$ cat src/rtl/aot_pkg.sv
// Shared types for the adaptive on-time switch sequencer.
// Assumes nothing beyond IEEE 1800-2017 synthesizable constructs.
package aot_pkg;

    // Phase of one switching period; PH_OFF also stands for "disabled".
    typedef enum logic [1:0] {
        PH_OFF   = 2'd0,
        PH_WAIT  = 2'd1,
        PH_ON    = 2'd2,
        PH_BLANK = 2'd3
    } phase_t;

endpackage

$ cat src/rtl/aot_ontime_div.sv
// Computes the on-time count round(alpha / vin) with a restoring divider
// that keeps re-running, then clamps the result to [TON_MIN, TON_MAX].
// Assumes TON_W <= ALPHA_W + 1 and TON_MIN >= 1. A zero vin gives TON_MAX.
module aot_ontime_div #(
    parameter int VIN_W     = 8,
    parameter int TON_W     = 11,
    parameter int ALPHA_W   = 16,
    parameter int ALPHA_OPT0 = 8250,
    parameter int ALPHA_OPT1 = 16500,
    parameter int ALPHA_OPT2 = 33000,
    parameter int TON_MIN   = 40,
    parameter int TON_MAX   = 1023
) (
    input  logic             clk,
    input  logic             rst_n,
    input  logic [VIN_W-1:0] vin_code,
    input  logic [1:0]       time_opt,
    output logic [TON_W-1:0] ton_base
);
    localparam int NUM_W  = ALPHA_W + 1;
    localparam int STEP_W = $clog2(NUM_W + 1);

    logic [ALPHA_W-1:0] alpha_sel;
    logic [NUM_W-1:0]   num_init;
    logic               busy;
    logic [STEP_W-1:0]  steps;
    logic [NUM_W-1:0]   num_sh;
    logic [NUM_W-1:0]   quo;
    logic [VIN_W-1:0]   den;
    logic [VIN_W-1:0]   rem;
    logic [VIN_W:0]     trial;
    logic [VIN_W:0]     diff;
    logic               take;
    logic [VIN_W-1:0]   rem_nx;
    logic [NUM_W-1:0]   quo_nx;
    logic [TON_W-1:0]   ton_clamped;

    // Pick the volt-time constant and add half the divisor for rounding.
    always_comb begin
        case (time_opt)
            2'd0:    alpha_sel = ALPHA_W'(ALPHA_OPT0);
            2'd1:    alpha_sel = ALPHA_W'(ALPHA_OPT1);
            default: alpha_sel = ALPHA_W'(ALPHA_OPT2);
        endcase
        num_init = {1'b0, alpha_sel} + NUM_W'(vin_code >> 1);
    end

    // One restoring-division step: try to subtract the divisor.
    always_comb begin
        trial  = {rem, num_sh[NUM_W-1]};
        diff   = trial - {1'b0, den};
        take   = (trial >= {1'b0, den});
        rem_nx = take ? diff[VIN_W-1:0] : trial[VIN_W-1:0];
        quo_nx = {quo[NUM_W-2:0], take};
    end

    // Clamp the finished quotient into the allowed on-time window.
    always_comb begin
        if (quo_nx > NUM_W'(TON_MAX))
            ton_clamped = TON_W'(TON_MAX);
        else if (quo_nx < NUM_W'(TON_MIN))
            ton_clamped = TON_W'(TON_MIN);
        else
            ton_clamped = quo_nx[TON_W-1:0];
    end

    // Divider sequencing: load, iterate NUM_W steps, publish, repeat.
    always_ff @(posedge clk) begin
        if (!rst_n) begin
            busy     <= 1'b0;
            steps    <= '0;
            num_sh   <= '0;
            quo      <= '0;
            den      <= '0;
            rem      <= '0;
            ton_base <= TON_W'(TON_MAX);
        end else if (!busy) begin
            if (vin_code == '0) begin
                ton_base <= TON_W'(TON_MAX);
            end else begin
                busy   <= 1'b1;
                steps  <= STEP_W'(NUM_W);
                num_sh <= num_init;
                den    <= vin_code;
                rem    <= '0;
                quo    <= '0;
            end
        end else begin
            rem    <= rem_nx;
            quo    <= quo_nx;
            num_sh <= num_sh << 1;
            steps  <= steps - 1'b1;
            if (steps == STEP_W'(1)) begin
                busy     <= 1'b0;
                ton_base <= ton_clamped;
            end
        end
    end

endmodule

$ cat src/rtl/aot_phase_ctl.sv
// Period state machine: on-time, blanking, then waiting for the comparator.
// The on-time is latched on entry to PH_ON and always runs to completion.
// Assumes ton_base >= 1 and TOFF_MIN >= 1.
module aot_phase_ctl
    import aot_pkg::*;
#(
    parameter int TON_W        = 11,
    parameter int TOFF_MIN     = 38,
    parameter int SS_TON_SHIFT = 1,
    parameter int SS_TOFF_MULT = 4
) (
    input  logic             clk,
    input  logic             rst_n,
    input  logic             run_en,
    input  logic             soft_start,
    input  logic             fb_below,
    input  logic [TON_W-1:0] ton_base,
    output logic             hs_cmd,
    output logic             active,
    output logic             period_start
);
    localparam int TOFF_SS = TOFF_MIN * SS_TOFF_MULT;
    localparam int OFF_W   = $clog2(TOFF_SS + 1);
    localparam int CNT_W   = (TON_W > OFF_W) ? TON_W : OFF_W;

    phase_t           phase;
    logic [CNT_W-1:0] cnt;
    logic [TON_W-1:0] ton_half;
    logic [TON_W-1:0] ton_sel;
    logic [CNT_W-1:0] ton_ld;
    logic [CNT_W-1:0] off_ld;

    // Select on-time and blanking length for the current mode.
    always_comb begin
        ton_half = ton_base >> SS_TON_SHIFT;
        if (soft_start)
            ton_sel = (ton_half == '0) ? TON_W'(1) : ton_half;
        else
            ton_sel = ton_base;
        ton_ld = CNT_W'(ton_sel) - 1'b1;
        off_ld = soft_start ? CNT_W'(TOFF_SS - 1) : CNT_W'(TOFF_MIN - 1);
    end

    // Phase register decodes.
    assign hs_cmd = (phase == PH_ON);
    assign active = (phase != PH_OFF);

    // Phase transitions, counters and the period strobe.
    always_ff @(posedge clk) begin
        if (!rst_n) begin
            phase        <= PH_OFF;
            cnt          <= '0;
            period_start <= 1'b0;
        end else begin
            period_start <= 1'b0;
            if (!run_en) begin
                phase <= PH_OFF;
                cnt   <= '0;
            end else begin
                case (phase)
                    PH_OFF: phase <= PH_WAIT;
                    PH_WAIT: begin
                        if (fb_below) begin
                            phase        <= PH_ON;
                            cnt          <= ton_ld;
                            period_start <= 1'b1;
                        end
                    end
                    PH_ON: begin
                        if (cnt == '0) begin
                            phase <= PH_BLANK;
                            cnt   <= off_ld;
                        end else begin
                            cnt <= cnt - 1'b1;
                        end
                    end
                    default: begin
                        if (cnt != '0) begin
                            cnt <= cnt - 1'b1;
                        end else if (fb_below) begin
                            phase        <= PH_ON;
                            cnt          <= ton_ld;
                            period_start <= 1'b1;
                        end else begin
                            phase <= PH_WAIT;
                        end
                    end
                endcase
            end
        end
    end

endmodule

$ cat src/rtl/aot_deadband.sv
// Turns the raw high-side command into non-overlapping switch commands.
// The high side is the command delayed DEAD_CYC+1 clocks (width kept); the
// low side is off while any of the last 2*DEAD_CYC+1 command samples is set.
// Assumes the command is clear whenever active is low.
module aot_deadband #(
    parameter int DEAD_CYC = 2
) (
    input  logic clk,
    input  logic rst_n,
    input  logic active,
    input  logic hs_cmd,
    input  logic ls_block,
    output logic hs_on,
    output logic ls_on
);
    localparam int HW = 2 * DEAD_CYC + 1;

    logic [HW-1:0] hist;

    generate
        if (HW == 1) begin : g_single
            // History of one sample: no guard gap.
            always_ff @(posedge clk) begin
                if (!rst_n || !active) hist <= '0;
                else                   hist <= hs_cmd;
            end
        end else begin : g_chain
            // Shift the command through the guard window.
            always_ff @(posedge clk) begin
                if (!rst_n || !active) hist <= '0;
                else                   hist <= {hist[HW-2:0], hs_cmd};
            end
        end
    endgenerate

    assign hs_on = active & hist[DEAD_CYC];
    assign ls_on = active & ~ls_block & ~(|hist);

endmodule

$ cat src/rtl/aot_switch_seq.sv
// Top of the adaptive on-time switch sequencer: on-time divider, period
// state machine and dead-band stage. Inputs are assumed synchronous to clk.
module aot_switch_seq #(
    parameter int VIN_W        = 8,
    parameter int TON_W        = 11,
    parameter int ALPHA_W      = 16,
    parameter int ALPHA_OPT0   = 8250,
    parameter int ALPHA_OPT1   = 16500,
    parameter int ALPHA_OPT2   = 33000,
    parameter int TON_MIN      = 40,
    parameter int TON_MAX      = 1023,
    parameter int TOFF_MIN     = 38,
    parameter int SS_TON_SHIFT = 1,
    parameter int SS_TOFF_MULT = 4,
    parameter int DEAD_CYC     = 2
) (
    input  logic             clk,
    input  logic             rst_n,
    input  logic             run_en,
    input  logic             soft_start,
    input  logic             fb_below,
    input  logic [VIN_W-1:0] vin_code,
    input  logic [1:0]       time_opt,
    output logic             hs_on,
    output logic             ls_on,
    output logic             drv_hiz,
    output logic             period_start
);
    logic [TON_W-1:0] ton_base;
    logic             hs_cmd;
    logic             active;

    aot_ontime_div #(
        .VIN_W(VIN_W), .TON_W(TON_W), .ALPHA_W(ALPHA_W),
        .ALPHA_OPT0(ALPHA_OPT0), .ALPHA_OPT1(ALPHA_OPT1), .ALPHA_OPT2(ALPHA_OPT2),
        .TON_MIN(TON_MIN), .TON_MAX(TON_MAX)
    ) u_div (
        .clk(clk), .rst_n(rst_n), .vin_code(vin_code),
        .time_opt(time_opt), .ton_base(ton_base)
    );

    aot_phase_ctl #(
        .TON_W(TON_W), .TOFF_MIN(TOFF_MIN),
        .SS_TON_SHIFT(SS_TON_SHIFT), .SS_TOFF_MULT(SS_TOFF_MULT)
    ) u_phase (
        .clk(clk), .rst_n(rst_n), .run_en(run_en), .soft_start(soft_start),
        .fb_below(fb_below), .ton_base(ton_base), .hs_cmd(hs_cmd),
        .active(active), .period_start(period_start)
    );

    aot_deadband #(
        .DEAD_CYC(DEAD_CYC)
    ) u_dead (
        .clk(clk), .rst_n(rst_n), .active(active), .hs_cmd(hs_cmd),
        .ls_block(soft_start), .hs_on(hs_on), .ls_on(ls_on)
    );

    assign drv_hiz = ~active;

endmodule

$ cat config.mk
export PLATFORM = sky130hd
export DESIGN_NAME = aot_switch_seq
export DESIGN_NICKNAME = d
export VERILOG_FILES = /design/src/rtl/aot_pkg.sv /design/src/rtl/aot_ontime_div.sv /design/src/rtl/aot_phase_ctl.sv /design/src/rtl/aot_deadband.sv /design/src/rtl/aot_switch_seq.sv
export SDC_FILE = /design/constraint.sdc
export NUM_CORES = 1
export LEC_CHECK = 0
export BUFFER_PORTS_ARGS = -buffer_cell sky130_fd_sc_hd__buf_4
export CAP_MARGIN = 20
export CELL_PAD_IN_SITES_DETAIL_PLACEMENT = 0
export CELL_PAD_IN_SITES_GLOBAL_PLACEMENT = 2
export CORE_UTILIZATION = 40
export CTS_CLUSTER_SIZE = 14
export DETAILED_ROUTE_END_ITERATION = 8
export GPL_TIMING_DRIVEN = 0
export PLACE_DENSITY = 0.91
export SYNTH_ARGS = -nofsm -noshare
export SYNTH_HDL_FRONTEND = slang
export SYNTH_SLANG_ARGS = --single-unit
$ cat constraint.sdc
create_clock -name clk -period 6.75 [get_ports clk]
set_input_delay 0.675 -clock clk [delete_from_list [all_inputs] [get_ports clk]]
set_output_delay 0.675 -clock clk [all_outputs]
set_load 0.1 [all_outputs]
Yosys cells after proc, flatten, opt, wreduce, memory -nomap -nowiden --
Index checks and enable logic that the tools add are counted.
Storage, ports and cells: flip-flop bits (word level) 85, latch bits 0, memory bits (writable) 0, bits in read-only memories 0, bits of input ports 15, output and inout bits 4, word-level logic and storage cells 89, memories kept 0
Cells by class: add/sub/neg operators 5, $mul 0, div/mod/pow operators 0, order comparisons 3, equal/unequal tests 9, shift-type cells 0, multiplexer cells 33, bitwise operators 9, reductions and logical operators 18
Operator list (count):
- 11-bit 2-to-1 mux | 9
- 17-bit 2-to-1 mux | 2
- 11-bit case mux with 3 select lines | 1
- 16-bit 2-to-1 mux | 2
- 8-bit 2-to-1 mux | 4
- 16-bit case mux with 2 select lines | 1
- 11-bit logical NOT | 2
- 11-bit by 1-bit subtractor with 11-bit output, second input constant | 2
- 16-bit by 7-bit adder with 17-bit output | 1
- 17-bit by 10-bit greater-than comparator with 1-bit output, second input constant | 1
- 17-bit by 6-bit < comparator with 1-bit output, second input constant | 1
- 11-bit nonzero test | 1
- 10-bit 2-to-1 mux | 1
- 5-bit 2-to-1 mux | 2
- 9-bit by 8-bit >= comparator with 1-bit output | 1
- 8-bit logical NOT | 1
- 2-bit 2-to-1 mux | 4
- 8-bit subtractor | 1
- 2-bit != test, second input constant | 3
- 1-bit NOT | 6
- 2-bit case mux with 3 select lines | 1
- 2-bit AND reduction | 3
- 5-bit by 1-bit equality test with 1-bit output, second input constant | 1
- 1-bit 2-to-1 mux | 5
- 14 further kinds | 21

Longest topological paths before layout --
depth after elaboration 7, depth in mapped cells 11, depth with buffers taken out 11

By module --
From an unflattened synthesis, not the netlist that was laid out.
Unflattened totals: cell total of the unflattened synthesis 630, area total of the unflattened synthesis 4943.5 µm²
By module, submodules not included:
- aot_ontime_div | times used 1, cells each 409, area each 3320.7 µm², seq. area each 1321.3 µm²
- aot_phase_ctl | times used 1, cells each 206, area each 1462.7 µm², seq. area each 280.3 µm²
- aot_deadband | times used 1, cells each 14, area each 156.4 µm², seq. area each 100.1 µm²
- aot_switch_seq | times used 1, cells each 1, area each 3.8 µm², seq. area each 0.0 µm²

Worst setup path before layout --
Ideal clock, no wire load.
path kind register to output, start point register u_phase.phase[0], end point output port ls_on, arrival time 4434 ps, data required time 6075 ps, slack 1641 ps, stages on the path, launching flop included 6, buffers on the path 2, cells stage by stage dfxtp_1 -> inv_1 -> ha_1 -> clkbuf_1 -> clkbuf_1 -> nor4_1
Between the ends: cells in the longest elaborated chain, start to end 3
RTL lines:
- start, declared | RTL line aot_phase_ctl.sv:26 | phase_t phase;
- start signal, assigned | RTL line aot_phase_ctl.sv:51 | phase <= PH_OFF;
- start signal, assigned | RTL line aot_phase_ctl.sv:57 | phase <= PH_OFF;
- start signal, assigned | RTL line aot_phase_ctl.sv:61 | PH_OFF: phase <= PH_WAIT;
- 2-bit nonzero test | RTL line aot_phase_ctl.sv:46 | assign active = (phase != PH_OFF);
- 1-bit bitwise AND (2 in series) | RTL line aot_deadband.sv:37 | assign ls_on = active & ~ls_block & ~(|hist);
- end, declared | RTL line aot_switch_seq.sv:25 | output logic ls_on,
Every way passes these cells.

Final worst setup path --
start point input port soft_start, end point register u_phase.cnt[8]
Between the ends: cells in the longest elaborated chain, start to end 5
RTL lines:
- start, declared | RTL line aot_switch_seq.sv:20 | input logic soft_start,
- 11-bit 2-to-1 mux (*) | RTL line aot_phase_ctl.sv:36 | if (soft_start)
- 11-bit by 1-bit subtractor with 11-bit output (*) | RTL line aot_phase_ctl.sv:40 | ton_ld = CNT_W'(ton_sel) - 1'b1;
- 11-bit 2-to-1 mux (*) | RTL line aot_phase_ctl.sv:63, aot_phase_ctl.sv:80
- 11-bit 2-to-1 mux | RTL line aot_phase_ctl.sv:78 | if (cnt != '0) begin
- 11-bit case mux with 3 select lines (*) | RTL line aot_phase_ctl.sv:60 | case (phase)
- end signal, assigned | RTL line aot_phase_ctl.sv:65 | cnt <= ton_ld;
- end signal, assigned | RTL line aot_phase_ctl.sv:79 | cnt <= cnt - 1'b1;
- end signal, assigned | RTL line aot_phase_ctl.sv:82 | cnt <= ton_ld;
- end, declared | RTL line aot_phase_ctl.sv:27 | logic [CNT_W-1:0] cnt;
Mark *: on every way between the ends. The rest lies on a longest branch, timed or not. A chain may end at the register's enable or synchronous reset.

==> results.sh <==
export IMPL_status="complete, but fails checks"
export IMPL_violations="design-rule violations"
export IMPL_ff2ff_setup_slack_ps=3670
export IMPL_slowest_delay_ps=530
export IMPL_die_x_um=112
export IMPL_r2r_start="u_div.ton_base[5]$_SDFFE_PN1P_"
export IMPL_slew_viol_final=0
export IMPL_vias=4450
export IMPL_syn_inst=599
export IMPL_slew_headroom_pct=51.1
export IMPL_drt_pass1_iter_count=7
export IMPL_synth_top_area_cell="dfxtp_1"
export IMPL_pre_cts_ws_ps=2910
export IMPL_ant_nets=0
export IMPL_skew_ps=8.83
export IMPL_yosysSeqAreaShare_pct=35.4
export IMPL_cp_arrival_ps=3790
export IMPL_ys_warn_count=0
export IMPL_ios=19
export IMPL_wire_per_inst_um=16.1
export IMPL_r2r_end="u_phase.cnt[8]$_SDFFE_PN0N_"
export IMPL_crit_required_ps=7030
export IMPL_cp_max_fo=10
export IMPL_path_clk_slew_ps=60
export IMPL_routed_wl_um=12500
export IMPL_end_kind="flip-flop"
export IMPL_cts_repair_resized=0
export IMPL_crit_type="input pin to flip-flop"
export IMPL_clockBufferDepth=2
export IMPL_synth_area_per_cell_um2=8.02
export IMPL_fin_ws_ps=3240
export IMPL_root_buffer="clkbuf_16"
export IMPL_cts_buffers=9
export IMPL_port_buffers=17
export IMPL_crit_start="soft_start"
export IMPL_hold_violations=0
export IMPL_whs_ps=455
export IMPL_drtIter0Drc=237
export IMPL_max_freq_mhz=285
export IMPL_setup_violations=0
export IMPL_ys_top_cells_by_area="dfxtp_1, a21oi_1, ha_1"
export IMPL_cts_tree="built"
export IMPL_postCtsSetupRepairBufs=0
export IMPL_clock_sinks=85
export IMPL_grt_usage_pct=20.8
export IMPL_synth_nets=637
export IMPL_die_h_um=112
export IMPL_crit_path_cell_trace="buf_4 > clkbuf_1 > clkbuf_1 > mux2i_1 > ha_1 > nor3b_2 > nand3_2 > or4_4 > or3b_1 > a31o_1 > a21oi_2"
export IMPL_first_global_vias=4277
export IMPL_initial_core_util_pct=41.5
export IMPL_crit_path_top_delay_cell="or4_4"
export IMPL_antenna_found_initial=0
export IMPL_place_hpwl_um=9130
export IMPL_netlist_area_um2=4800
export IMPL_rows=39
export IMPL_synth_top_area_share_pct=35.4
export IMPL_worst_setup_path_start_kind="input pin"
export IMPL_rsz0062_at_grt="no"
export IMPL_dp_cells=759
export IMPL_ys_types=68
export IMPL_synth_edf_count=0
export IMPL_grt_start_max_net_pins=16
export IMPL_core_um2=11600
export IMPL_power_density_nw_per_um2=328
export IMPL_power_leakage_nw=2.04
export IMPL_cts_hold_buf=0
export IMPL_fin_crit_ps=3510
export IMPL_met3_usage_pct=4.41
export IMPL_htree_levels=3
export IMPL_clock_latency_ps=350
export IMPL_synthFlopType="dfxtp_1"
export IMPL_crit_end="u_phase.cnt[8]$_SDFFE_PN0N_"
export IMPL_die_area_um2=12500
export IMPL_synth_seq_cells=85
export IMPL_finalCritPeriodShare_pct=52.0
export IMPL_cp_common_cell="clkbuf_1"
export IMPL_fin_cells=775
export IMPL_overflow=0
export IMPL_synthToLayoutAreaGrowth_pct=12.3
export IMPL_drive_gt1_share_pct=6.96
export IMPL_remaining_drc_errors=2
export IMPL_num_antenna_cells=0
export IMPL_grt_util_met1_pct=25.9
export IMPL_busiest_layer="met2"
export IMPL_total_power_mw=1.77
export IMPL_async_reset_ff_share_pct=0
export IMPL_fin_nets=665
export IMPL_grt_met2_usage_pct=35.1
export IMPL_grt_pass1_wl_um=20700
export IMPL_hold_path_class="flip-flop to flip-flop"
export IMPL_ir_worst_vdd_v=0.000142
export IMPL_vias_per_cell=5.74
export IMPL_tightest_slew_ps=731
export IMPL_reg2regPathDepth=11
export IMPL_gp_congestion=0.823
export IMPL_finalSetupTns_ps=0
export IMPL_drv_cap=0
==> cell families (layout without fill, tap and decap cells) <==
kind of cell	after synthesis	in the layout	share of synthesized area (%)
multiplexers	23	23	4.84
AND/OR/NAND/NOR	218	218	22.4
XOR/XNOR	12	12	2.19
AO/OA/AOI/OAI	171	171	23.6
adder cells (fa/ha/maj)	23	23	6.30
flip-flops	85	85	35.4
buffers and inverters	67	100	5.29
==> metal layers <==
layer / vias to the layer above / routed length (um)
li1: 2240 / -
met3: 19 / 497
met4: 0 / 256
met2: 97 / 5890
met5: - / 0
met1: 2094 / 5810
==> layout by cell type (no fill, tap or decap), types with 6 or more instances in the layout <==
cell type,synthesis,routed
clkbuf_16,0,9
clkbuf_1,31,32
inv_1,30,30
nor2b_1,7,7
xnor2_1,10,10
o211ai_1,6,6
o21ai_1,6,6
and3_1,9,9
nor4_1,7,7
dfxtp_1,85,85
o21a_1,6,6
nand2_1,56,56
a21oi_1,55,55
buf_4,0,17
o21ai_0,25,25
nor3_1,17,17
o311ai_0,6,6
nor2_1,52,52
a211oi_1,9,9
mux2i_1,21,21
nand3_1,34,34
ha_1,21,21
==> stage by stage <==
stage / utilization [%] / instance area [um^2]
floorplan: - / 4800
detailed placement: 44.2 / 5110
finish: 46.7 / 5400
global route: 46.7 / 5400
global placement: 44.2 / 5110
CTS: 46.7 / 5400
==> cell usage after synthesis (all sizes together) (4+ instances only) <==
| cell type | count |
|---|---|
| or3 | 4 |
| nor2 | 53 |
| inv | 30 |
| a21o | 4 |
| o211ai | 6 |
| nor3b | 5 |
| xnor2 | 10 |
| clkbuf | 31 |
| nor3 | 18 |
| o2111ai | 5 |
| nor2b | 7 |
| a211oi | 9 |
| mux2i | 21 |
| nor4 | 8 |
| o211a | 4 |
| dfxtp | 85 |
| ha | 21 |
| a21oi | 56 |
| nand2b | 5 |
| nand3 | 35 |
| a31oi | 5 |
| nand2 | 56 |
| o21ai | 31 |
| o22a | 4 |
| o311ai | 6 |
| or4 | 6 |
| and3 | 9 |
| o21a | 6 |
==> layout make-up <==
| class | count | area, um^2 |
|---|---|---|
| tap | 143 | 179 |
| clock buffer | 11 | 243 |
| buffer | 34 | 130 |
| sequential | 85 | 1700 |
| inverter | 33 | 124 |
| timing repair buffer | 17 | 128 |
| clock inverter | 5 | 41.3 |
| multi-input combinational | 447 | 2850 |
| fill | 1169 | 6170 |
==> power breakdown <==
| group | leakage [nW] | internal, mW | switching [mW] |
|---|---|---|---|
| Combinational | 1.21 | 0.259 | 0.447 |
| Sequential | 0.693 | 0.546 | 0.0424 |
| Clock | 0.133 | 0.263 | 0.211 |
| Total | 2.04 | 1.07 | 0.701 |
==> worst min path at each step <==
stage | start | to | cells after the start
floorplan | u_div.num_sh[15]$_SDFFE_PN0P_ | u_div.num_sh[16]$_SDFFE_PN0P_ | 2
global placement | u_div.num_sh[9]$_SDFFE_PN0P_ | u_div.num_sh[10]$_SDFFE_PN0P_ | 2
detailed placement | u_div.num_sh[15]$_SDFFE_PN0P_ | u_div.num_sh[16]$_SDFFE_PN0P_ | 2
CTS | u_div.num_sh[15]$_SDFFE_PN0P_ | u_div.num_sh[16]$_SDFFE_PN0P_ | 2
global route | u_div.num_sh[15]$_SDFFE_PN0P_ | u_div.num_sh[16]$_SDFFE_PN0P_ | 2
finish | u_div.num_sh[15]$_SDFFE_PN0P_ | u_div.num_sh[16]$_SDFFE_PN0P_ | 2
==> worst max-delay path, delay by kind of cell <==
kind / cells / cell delay [ps]
compound gates: 2 / 370
fa+ha+maj: 1 / 220
buf+inv: 3 / 970
mux: 1 / 250
simple gates: 4 / 1310
==> state kept, by name (all words and copies together) (netlist names) <==
register and count:
u_div.num_sh 17, u_div.quo 16, u_div.ton_base 11, u_phase.cnt 11
u_div.den 8, u_div.rem 8, u_dead.hist 5, u_div.steps 5
u_phase.phase 2, u_div.busy 1, u_phase.period_start 1
(Power assumes the default switching activity.)
